**config.mk**
```make
export PLATFORM = sky130hd
export DESIGN_NAME = dest_addr_filter
export DESIGN_NICKNAME = d
export VERILOG_FILES = /design/src/rtl/daf_pkg.sv /design/src/rtl/daf_ctrl.sv /design/src/rtl/daf_datapath.sv /design/src/rtl/dest_addr_filter.sv
export SDC_FILE = /design/constraint.sdc
export NUM_CORES = 2
export LEC_CHECK = 0
export ABC_AREA = 1
export BUFFER_PORTS_ARGS = -buffer_cell sky130_fd_sc_hd__buf_2
export CAP_MARGIN = 25
export CORE_UTILIZATION = 63
export DETAILED_ROUTE_END_ITERATION = 12
export PLACE_DENSITY = 0.79
export SYNTH_ARGS = -nofsm -noshare
export SYNTH_HDL_FRONTEND = slang
export SYNTH_SLANG_ARGS = --single-unit
export TNS_END_PERCENT = 10
```
**constraint.sdc**
```tcl
create_clock -name clk -period 3 [get_ports clk]
set_input_delay 0.6 -clock clk [delete_from_list [all_inputs] [get_ports clk]]
set_output_delay 0.6 -clock clk [all_outputs]
set_load 0.02 [all_outputs]
```
**src/rtl/daf_pkg.sv**
```systemverilog
package daf_pkg;
  parameter int ENTRIES     = 16;
  parameter int ADDR_BYTES  = 6;
  parameter int GROUP_BYTES = 2 * ADDR_BYTES;
  parameter int SETUP_LEN   = ENTRIES * GROUP_BYTES;
  parameter int MIN_FRAME   = 14;
  parameter int ENT_W       = $clog2(ENTRIES);
  parameter int GRP_W       = ENT_W + 1;
  parameter int OFF_W       = $clog2(GROUP_BYTES);
  parameter int BYTE_W      = $clog2(ADDR_BYTES);
  parameter int CNT_W       = $clog2(MIN_FRAME) + 1;

  typedef logic [ADDR_BYTES-1:0][7:0] mac_t;

  typedef struct packed {
    logic              stageWr;
    logic [ENT_W-1:0]  stageEnt;
    logic [BYTE_W-1:0] stageByte;
    logic              commit;
    logic              addrWr;
    logic [BYTE_W-1:0] addrIdx;
    logic              decide;
    logic              frameEnd;
    logic              lenOk;
  } daf_strobe_t;
endpackage

```
**src/rtl/daf_ctrl.sv**
```systemverilog
module daf_ctrl
  import daf_pkg::*;
(
  input  logic        clk,
  input  logic        rst_n,
  input  logic        setupValid,
  input  logic        setupLast,
  input  logic        rxValid,
  input  logic        rxLast,
  output daf_strobe_t strb
);
  localparam logic [OFF_W-1:0] OFF_LAST  = OFF_W'(GROUP_BYTES - 1);
  localparam logic [GRP_W-1:0] GRP_OVER  = GRP_W'(ENTRIES);
  localparam logic [GRP_W-1:0] GRP_LAST  = GRP_W'(ENTRIES - 1);
  localparam logic [CNT_W-1:0] CNT_MAX   = '1;
  localparam logic [CNT_W-1:0] ADDR_N    = CNT_W'(ADDR_BYTES);
  localparam logic [CNT_W-1:0] ADDR_LAST = CNT_W'(ADDR_BYTES - 1);
  localparam logic [CNT_W-1:0] LEN_LAST  = CNT_W'(MIN_FRAME - 1);

  logic [OFF_W-1:0] setOff;   // byte offset inside the current 12-byte group
  logic [GRP_W-1:0] setGrp;   // group index; ENTRIES means the buffer ran too long
  logic [CNT_W-1:0] rxCnt;    // bytes seen so far in the current frame, saturating

  always_ff @(posedge clk or negedge rst_n) begin
    if (!rst_n) begin
      setOff <= '0;
      setGrp <= '0;
    end else if (setupValid) begin
      if (setupLast) begin
        setOff <= '0;
        setGrp <= '0;
      end else if (setOff == OFF_LAST) begin
        setOff <= '0;
        if (setGrp != GRP_OVER) setGrp <= setGrp + 1'b1;
      end else begin
        setOff <= setOff + 1'b1;
      end
    end
  end

  always_ff @(posedge clk or negedge rst_n) begin
    if (!rst_n) begin
      rxCnt <= '0;
    end else if (rxValid) begin
      if (rxLast)                rxCnt <= '0;
      else if (rxCnt != CNT_MAX) rxCnt <= rxCnt + 1'b1;
    end
  end

  always_comb begin
    strb           = '0;
    // used slots have offset bit 1 clear: 0,1,4,5,8,9
    strb.stageWr   = setupValid && (setGrp < GRP_OVER) && !setOff[1];
    strb.stageEnt  = setGrp[ENT_W-1:0];
    strb.stageByte = BYTE_W'({setOff[OFF_W-1:2], setOff[0]});
    strb.commit    = setupValid && setupLast && (setGrp == GRP_LAST) && (setOff == OFF_LAST);
    strb.addrWr    = rxValid && (rxCnt < ADDR_N);
    strb.addrIdx   = rxCnt[BYTE_W-1:0];
    strb.decide    = rxValid && (rxCnt == ADDR_LAST);
    strb.frameEnd  = rxValid && rxLast;
    strb.lenOk     = rxCnt >= LEN_LAST;
  end
endmodule

```
**src/rtl/daf_datapath.sv**
```systemverilog
module daf_datapath
  import daf_pkg::*;
(
  input  logic        clk,
  input  logic        rst_n,
  input  daf_strobe_t strb,
  input  logic [7:0]  setupByte,
  input  logic [7:0]  rxByte,
  input  logic        modePromisc,
  input  logic        modeRecvAll,
  input  logic        modePassMcast,
  input  logic        modeInverse,
  output logic        decValid,
  output logic        addrAccept,
  output logic        flagFiltFail,
  output logic        flagMcast,
  output logic        frameDone,
  output logic        frameAccept
);
  mac_t stage [ENTRIES];
  mac_t tbl   [ENTRIES];
  mac_t addrReg;
  mac_t curAddr;
  logic [ENTRIES-1:0] hit;
  logic anyHit, isBcast, vAcc, vFF, vMC;

  always_ff @(posedge clk or negedge rst_n) begin
    if (!rst_n) begin
      for (int e = 0; e < ENTRIES; e++) stage[e] <= '0;
    end else if (strb.stageWr) begin
      stage[strb.stageEnt][strb.stageByte] <= setupByte;
    end
  end

  always_ff @(posedge clk or negedge rst_n) begin
    if (!rst_n)           addrReg <= '0;
    else if (strb.addrWr) addrReg[strb.addrIdx] <= rxByte;
  end

  // the sixth byte bypasses the register so the verdict registers on its edge
  always_comb begin
    curAddr                 = addrReg;
    curAddr[ADDR_BYTES-1]   = rxByte;
  end

  for (genvar e = 0; e < ENTRIES; e++) begin : g_ent
    always_ff @(posedge clk or negedge rst_n) begin
      if (!rst_n)           tbl[e] <= '0;
      else if (strb.commit) tbl[e] <= stage[e];
    end
    assign hit[e] = (tbl[e] == curAddr);
  end

  assign anyHit  = |hit;
  assign isBcast = &curAddr;

  always_comb begin
    vAcc = 1'b0;
    vFF  = 1'b0;
    vMC  = 1'b0;
    if (isBcast) begin
      vAcc = 1'b1;
    end else if (modePromisc || modeRecvAll) begin
      vAcc = 1'b1;
      vFF  = 1'b1;
    end else if (modePassMcast && curAddr[0][0]) begin
      vAcc = 1'b1;
      vMC  = 1'b1;
    end else begin
      vAcc = anyHit ^ modeInverse;
    end
  end

  always_ff @(posedge clk or negedge rst_n) begin
    if (!rst_n) begin
      decValid     <= 1'b0;
      addrAccept   <= 1'b0;
      flagFiltFail <= 1'b0;
      flagMcast    <= 1'b0;
      frameDone    <= 1'b0;
      frameAccept  <= 1'b0;
    end else begin
      decValid    <= strb.decide;
      frameDone   <= strb.frameEnd;
      frameAccept <= strb.frameEnd && strb.lenOk && addrAccept;
      if (strb.decide) begin
        addrAccept   <= vAcc;
        flagFiltFail <= vFF;
        flagMcast    <= vMC;
      end
    end
  end
endmodule

```
**src/rtl/dest_addr_filter.sv**
```systemverilog
module dest_addr_filter
  import daf_pkg::*;
(
  input  logic       clk,
  input  logic       rst_n,
  input  logic       modePromisc,
  input  logic       modeRecvAll,
  input  logic       modePassMcast,
  input  logic       modeInverse,
  input  logic       setupValid,
  input  logic [7:0] setupByte,
  input  logic       setupLast,
  input  logic       rxValid,
  input  logic [7:0] rxByte,
  input  logic       rxLast,
  output logic       decValid,
  output logic       addrAccept,
  output logic       flagFiltFail,
  output logic       flagMcast,
  output logic       frameDone,
  output logic       frameAccept
);
  daf_strobe_t strb;

  daf_ctrl ctrl_i (
    .clk(clk), .rst_n(rst_n),
    .setupValid(setupValid), .setupLast(setupLast),
    .rxValid(rxValid), .rxLast(rxLast),
    .strb(strb)
  );

  daf_datapath dp_i (
    .clk(clk), .rst_n(rst_n), .strb(strb),
    .setupByte(setupByte), .rxByte(rxByte),
    .modePromisc(modePromisc), .modeRecvAll(modeRecvAll),
    .modePassMcast(modePassMcast), .modeInverse(modeInverse),
    .decValid(decValid), .addrAccept(addrAccept),
    .flagFiltFail(flagFiltFail), .flagMcast(flagMcast),
    .frameDone(frameDone), .frameAccept(frameAccept)
  );
endmodule

```
## Word level (Yosys, flattened, before mapping)

Cells that the tools add are included.

- Output and inout port bits: 6
- Word-level logic and storage cells: 288
- Flip-flop bits (word level): 1604
- Bits of input ports: 26

- Muxes and demuxes: 23
- Reductions and logical operators: 23
- Bitwise gates (word level): 2
- Order comparisons: 9
- Equal/unequal tests: 21
- Add/sub/neg operators: 3

Operators with widths:

| kind | number |
|---|---|
| 768-bit bitwise mux | 1 |
| 48-bit equality test | 16 |
| 48-bit demux with 4-bit select | 1 |
| 48-bit bitwise mux | 1 |
| 8-bit demux with 3-bit select | 2 |
| 48-bit 2-to-1 mux | 1 |
| 48-bit AND reduction | 1 |
| 5-bit 2-to-1 mux | 5 |
| 8-bit 2-to-1 mux | 2 |
| 16-bit OR reduction | 1 |
| 1-bit logical AND | 14 |
| 5-bit by 1-bit adder with 5-bit output (second input constant) | 2 |
| 5-bit inequality test (second input constant) | 2 |
| 3-bit by 4-bit < comparator with 1-bit output (second input constant) | 2 |
| 1-bit 2-to-1 mux | 8 |
| 4-bit 2-to-1 mux | 2 |
| 3-bit by 1-bit >= comparator with 1-bit output (second input constant) | 2 |
| 2-bit nonzero test | 3 |
| 5-bit by 3-bit equality test with 1-bit output (second input constant) | 1 |
| 5-bit by 4-bit equality test with 1-bit output (second input constant) | 1 |
| 5-bit by 4-bit >= comparator with 1-bit output (second input constant) | 1 |
| 5-bit >= comparator (second input constant) | 1 |
| 5-bit by 1-bit < comparator with 1-bit output (second input constant) | 1 |
| 5-bit by 3-bit < comparator with 1-bit output (second input constant) | 1 |
| other kinds (9) | 9 |

## Logic depth before layout (Yosys ltp)

- Depth after elaboration: 7
- Depth in mapped cells: 18
- Gate-level depth less buffers: 17

## Cells and area by module

Synthesis repeated with hierarchy kept, for this count alone.

- Cells, all modules: 6994
- Area, all modules: 70087.2 µm²

Modules (own cells, without submodules):

| module | seq. area each (µm²) | area each (µm²) | cells an instance | instances |
|---|---|---|---|---|
| daf_datapath | 39588.0 | 69087.5 | 6863 | 1 |
| daf_ctrl | 350.3 | 999.7 | 131 | 1 |

## Least setup slack after synthesis

No wires, ideal clock.

- Path kind: reg-to-reg
- From: register ctrl_i.setGrp[1]
- To: register dp_i.tbl[100] in the netlist's numbering
- Data required time: 2.875 ns
- Setup time: 0.125 ns
- Cell stages (with the launch flop): 10
- Buffers on the path: 2
- Period minus slack after synthesis: 2.399 ns
- Path slack: 0.601 ns
- Arrival time: 2.274 ns
- Cell sequence: dfrtp_1 > ha_1 > inv_1 > nor2_1 > ha_1 > nand2_1 > nor2_2 > buf_2 > buf_2 > mux2_2

- Cells in the longest elaborated chain, start to end: 3

Ends and longest elaborated chain:

| what | RTL line | RTL |
|---|---|---|
| from (decl) | daf_ctrl.sv:21 | `logic [GRP_W-1:0] setGrp;` |
| from (signal assigned) | daf_ctrl.sv:34 | `if (setGrp != GRP_OVER) setGrp <= setGrp + 1'b1;` |
| 5-bit by 4-bit equality test with 1-bit output | daf_ctrl.sv:56 | `strb.commit = setupValid && setupLast && (setGrp == GRP_LAST) && (setOff == OFF_LAST);` |
| 1-bit logical AND (2 in series) | daf_ctrl.sv:56 |  |
| to (signal, indexed assignment) | daf_datapath.sv:49 | `else if (strb.commit) tbl[e] <= stage[e];` |
| to (decl) | daf_datapath.sv:21 | `mac_t tbl [ENTRIES];` |

No other way between the ends.
A chain may end at the register's enable or synchronous reset.

## Final worst setup path

- From: register dp_i.addrReg[38] in the netlist's numbering
- To: register dp_i.addrAccept

- Cells in the longest elaborated chain, start to end: 6
- Elaborated cells on any way between the ends: 22
- Classes of those cells: 16 x eq/ne; 3 x mux; 1 x bitwise; 2 x reduce/logical

Ends and longest elaborated chain:

| what | RTL line | RTL |
|---|---|---|
| from (decl) | daf_datapath.sv:22 | `mac_t addrReg;` |
| from (signal, indexed assignment) | daf_datapath.sv:37 | `else if (strb.addrWr) addrReg[strb.addrIdx] <= rxByte;` |
| 48-bit equality test | daf_datapath.sv:51 | `assign hit[e] = (tbl[e] == curAddr);` |
| 16-bit OR reduction | daf_datapath.sv:54 | `assign anyHit = \|hit;` |
| 1-bit XOR | daf_datapath.sv:70 | `vAcc = anyHit ^ modeInverse;` |
| 1-bit 2-to-1 mux | daf_datapath.sv:66 | `end else if (modePassMcast && curAddr[0][0]) begin` |
| 1-bit 2-to-1 mux | daf_datapath.sv:63 | `end else if (modePromisc \|\| modeRecvAll) begin` |
| 1-bit 2-to-1 mux (*) | daf_datapath.sv:61 | `if (isBcast) begin` |
| to (signal assigned) | daf_datapath.sv:87 | `addrAccept <= vAcc;` |
| to (decl) | daf_datapath.sv:14 | `output logic addrAccept,` |

Mark *: on every way between the ends. The rest lies on a longest branch, timed or not.

==> qor.csv <==
metric;value;unit
maxCapViolCount;0;
post_drt_wl_per_cell;23.2;µm
clk_path_buf_depth;3;
min_path_cells;3;
cts.clk_slew.worst_paths;70;ps
first_pass_iters;6;
peakVddDrop;0.542;mV
area_growth;11.6;%
slowest_delay;500;ps
h-tree-depth;4;
nets;6742;
pre_cts_ws;-51.3;ps
worst_slew_pin_slew;899;ps
grt_pass1_wl;296000;µm
vias;49200;
fp-row-count;121;
ys_seq_area_share;57.6;%
grt_pass1_vias;49100;
path_cells;buf_4, xnor2_1, nand2_1, nor2_1, nand2_1, nor2_2, nand3_1, nand2_1, nor2_1, nand2_1, nor2_1, nand2_1, nand3_1, nand2_1, inv_1;
status;finished, final reports clean;
post-cts-setup-buffer-count;0;
synth_area;69300;µm²
reg2reg_depth;15;
total_power;54900;µW
worstSetupPathType;reg2reg;
power_density;709;nW/µm²
die_h;334;µm
ys_types;36;
overflow;0;
grt_setup_unrepaired;false;
fmax;0.345;GHz
via_per_inst;5.96;
slew_headroom;39.9;%
core;109000;µm²
gr-usage-all-layers;35.1;%
worst_hold_path_type;in2reg;
drt_iter0_markers;4933;
tns;0;ps
grt_start_max_net_pins;145;
report.final.hold_viol_count;0;
finalSetupViolCount;0;
postLayoutSetupSlackWorst;99.7;ps
io_pins;32;
syn-instance-count;6661;
layout-drive-gt1-share;18.1;%
arrival;3570;ps
drc_errors;0;
yosysWarnings;0;
dp_hpwl;120000;µm
start_kind;flop;
cts_root_buf;clkbuf_16;
clock_latency;770;ps
antenna_found_initial;6;
io_buffers;31;
numCtsBuffers;157;
cp.required;3670;ps
cp_max_fo;13;
ant_nets;0;
die_x;334;µm
start_util;63.6;%
finClkSkew;36.0;ps
slowest_stage;dfrtp_1;
cpMostUsedCell;nand2_1;
cts_tree;done;
maxSlewViolCount;0;
fin_area;77300;µm²
period_share;96.7;%
syn_avg_cell_area;10.4;µm²
worstSetupEndpointType;flop;
synthesis.nets;6696;
p_leak;0.0367;µW
die-area;111000;µm²
period_minus_slack;2900;ps
synth_seq_cells;1596;
globalplace.congestion;0.979;
dpl_cell_area;72000;µm²
postLayoutCoreUtil;71.0;%
clkSinkCount;1596;
routed_wl;191000;µm
[metal layers]
layer | wire length, µm | up-vias | GRT usage [%]
li1 | - | 21700 | -
met1 | 77000 | 24800 | 49.4
met2 | 86000 | 2208 | 52.7
met3 | 18500 | 498 | 7.22
met4 | 9590 | 2 | 16.5
met5 | 14 | - | 0
[cells in the final DEF, fill, tap and decap left out, types with 5 or more instances in the layout]
| cell | Yosys | routed |
|---|---|---|
| xnor2_1 | 627 | 627 |
| inv_4 | 0 | 8 |
| nor2_1 | 275 | 271 |
| mux2_2 | 617 | 617 |
| ha_1 | 9 | 9 |
| clkinv_2 | 0 | 18 |
| clkbuf_16 | 0 | 162 |
| nand2_4 | 20 | 20 |
| buf_4 | 39 | 175 |
| nand4_1 | 51 | 51 |
| clkbuf_8 | 1 | 33 |
| dfrtp_1 | 1596 | 1596 |
| nor3_1 | 5 | 5 |
| buf_2 | 177 | 30 |
| o21ai_1 | 25 | 25 |
| nand2_1 | 1779 | 1779 |
| nand3_1 | 66 | 66 |
| o21ai_2 | 62 | 62 |
| a21oi_1 | 5 | 5 |
| o21ai_0 | 881 | 881 |
| bufinv_16 | 0 | 17 |
| buf_12 | 0 | 70 |
| clkbuf_1 | 147 | 40 |
| xor2_1 | 5 | 5 |
| inv_1 | 227 | 219 |
[cell usage after synthesis, drive strengths merged]
master	instances	area, µm²
or2	2	12.5
nand2	1799	6900
nor4b	2	17.5
mux2	617	6950
inv	228	856
nand3	67	348
a22o	1	8.76
dfrtp	1596	39900
nor4	5	61.3
buf	241	1450
o22ai	3	18.8
nand4	51	319
nor2	276	1040
a311oi	1	8.76
clkinv	2	7.51
clkbuf	148	566
a21oi	5	25.0
ha	9	113
o21ai	968	5080
nor3	7	57.6
o21bai	1	7.51
xor2	5	43.8
xnor2	627	5490
[state kept, by name, indices dropped and copies added, names as in the netlist, 4 cells and up]
name,count
ctrl_i.setOff,4
dp_i.stage,768
dp_i.tbl,768
ctrl_i.rxCnt,5
dp_i.addrReg,40
ctrl_i.setGrp,5
[cell families after synthesis]
| group | share of synthesized area, % |
|---|---|
| AO/OA/AOI/OAI | 7.42 |
| XOR/XNOR | 7.99 |
| adder cells (fa/ha/maj) | 0.162 |
| buffers and inverters | 4.15 |
| flip-flops | 57.6 |
| multiplexers | 10.0 |
| AND/OR/NAND/NOR | 12.6 |
[area by class of cell]
cell class | instances | area [µm²]
inverter | 230 | 883
sequential | 1596 | 39900
timing repair buffer | 276 | 2880
tap | 1414 | 1770
fill | 7459 | 31700
clock buffer | 235 | 4660
antenna | 4 | 10.0
clock inverter | 44 | 696
multi-input combinational | 4446 | 26500
[worst paths after layout]
| kind | startpoint | endpoint | slack [ps] |
|---|---|---|---|
| max reg2reg | dp_i.addrReg[38] | dp_i.addrAccept | 100 |
| max in group asynchronous | rst_n | dp_i.stage[326] | 1390 |
| min | modePassMcast | dp_i.flagMcast | 140 |
| min in group asynchronous | rst_n | dp_i.tbl[385] | 370 |
| min reg2reg | dp_i.stage[719] | dp_i.tbl[719] | 470 |
| max | dp_i.addrReg[38] | dp_i.addrAccept | 100 |
[power by group]
part	switching [µW]	total, µW	leakage, µW	internal [µW]
Clock	8370	20500	0.00263	12200
Combinational	7390	11400	0.0127	4000
Sequential	634	22900	0.0214	22300
[per-stage QoR]
step | hold slack [ps] | std cells
2_1_floorplan | 304 | 6661
3_3_place_gp | 458 | 7961
3_5_place_dp | 466 | 7961
4_1_cts | 98.9 | 8241
5_1_grt | 157 | 8241
6_report | 137 | 8245
[worst max-delay path, delay by kind of cell (launching register included)]
kind | cells | cell delay (ps)
xor+xnor | 1 | 160
buf+inv | 2 | 410
simple gates | 12 | 1700
flops | 1 | 500
[what timing repair did]
item	in CTS	in global routing
endpoints found under the hold margin	60	0
hold buffers	1	0
endpoints found under the setup margin	0	1
resized for setup	0	1
Power figures use the tool's default switching activity.
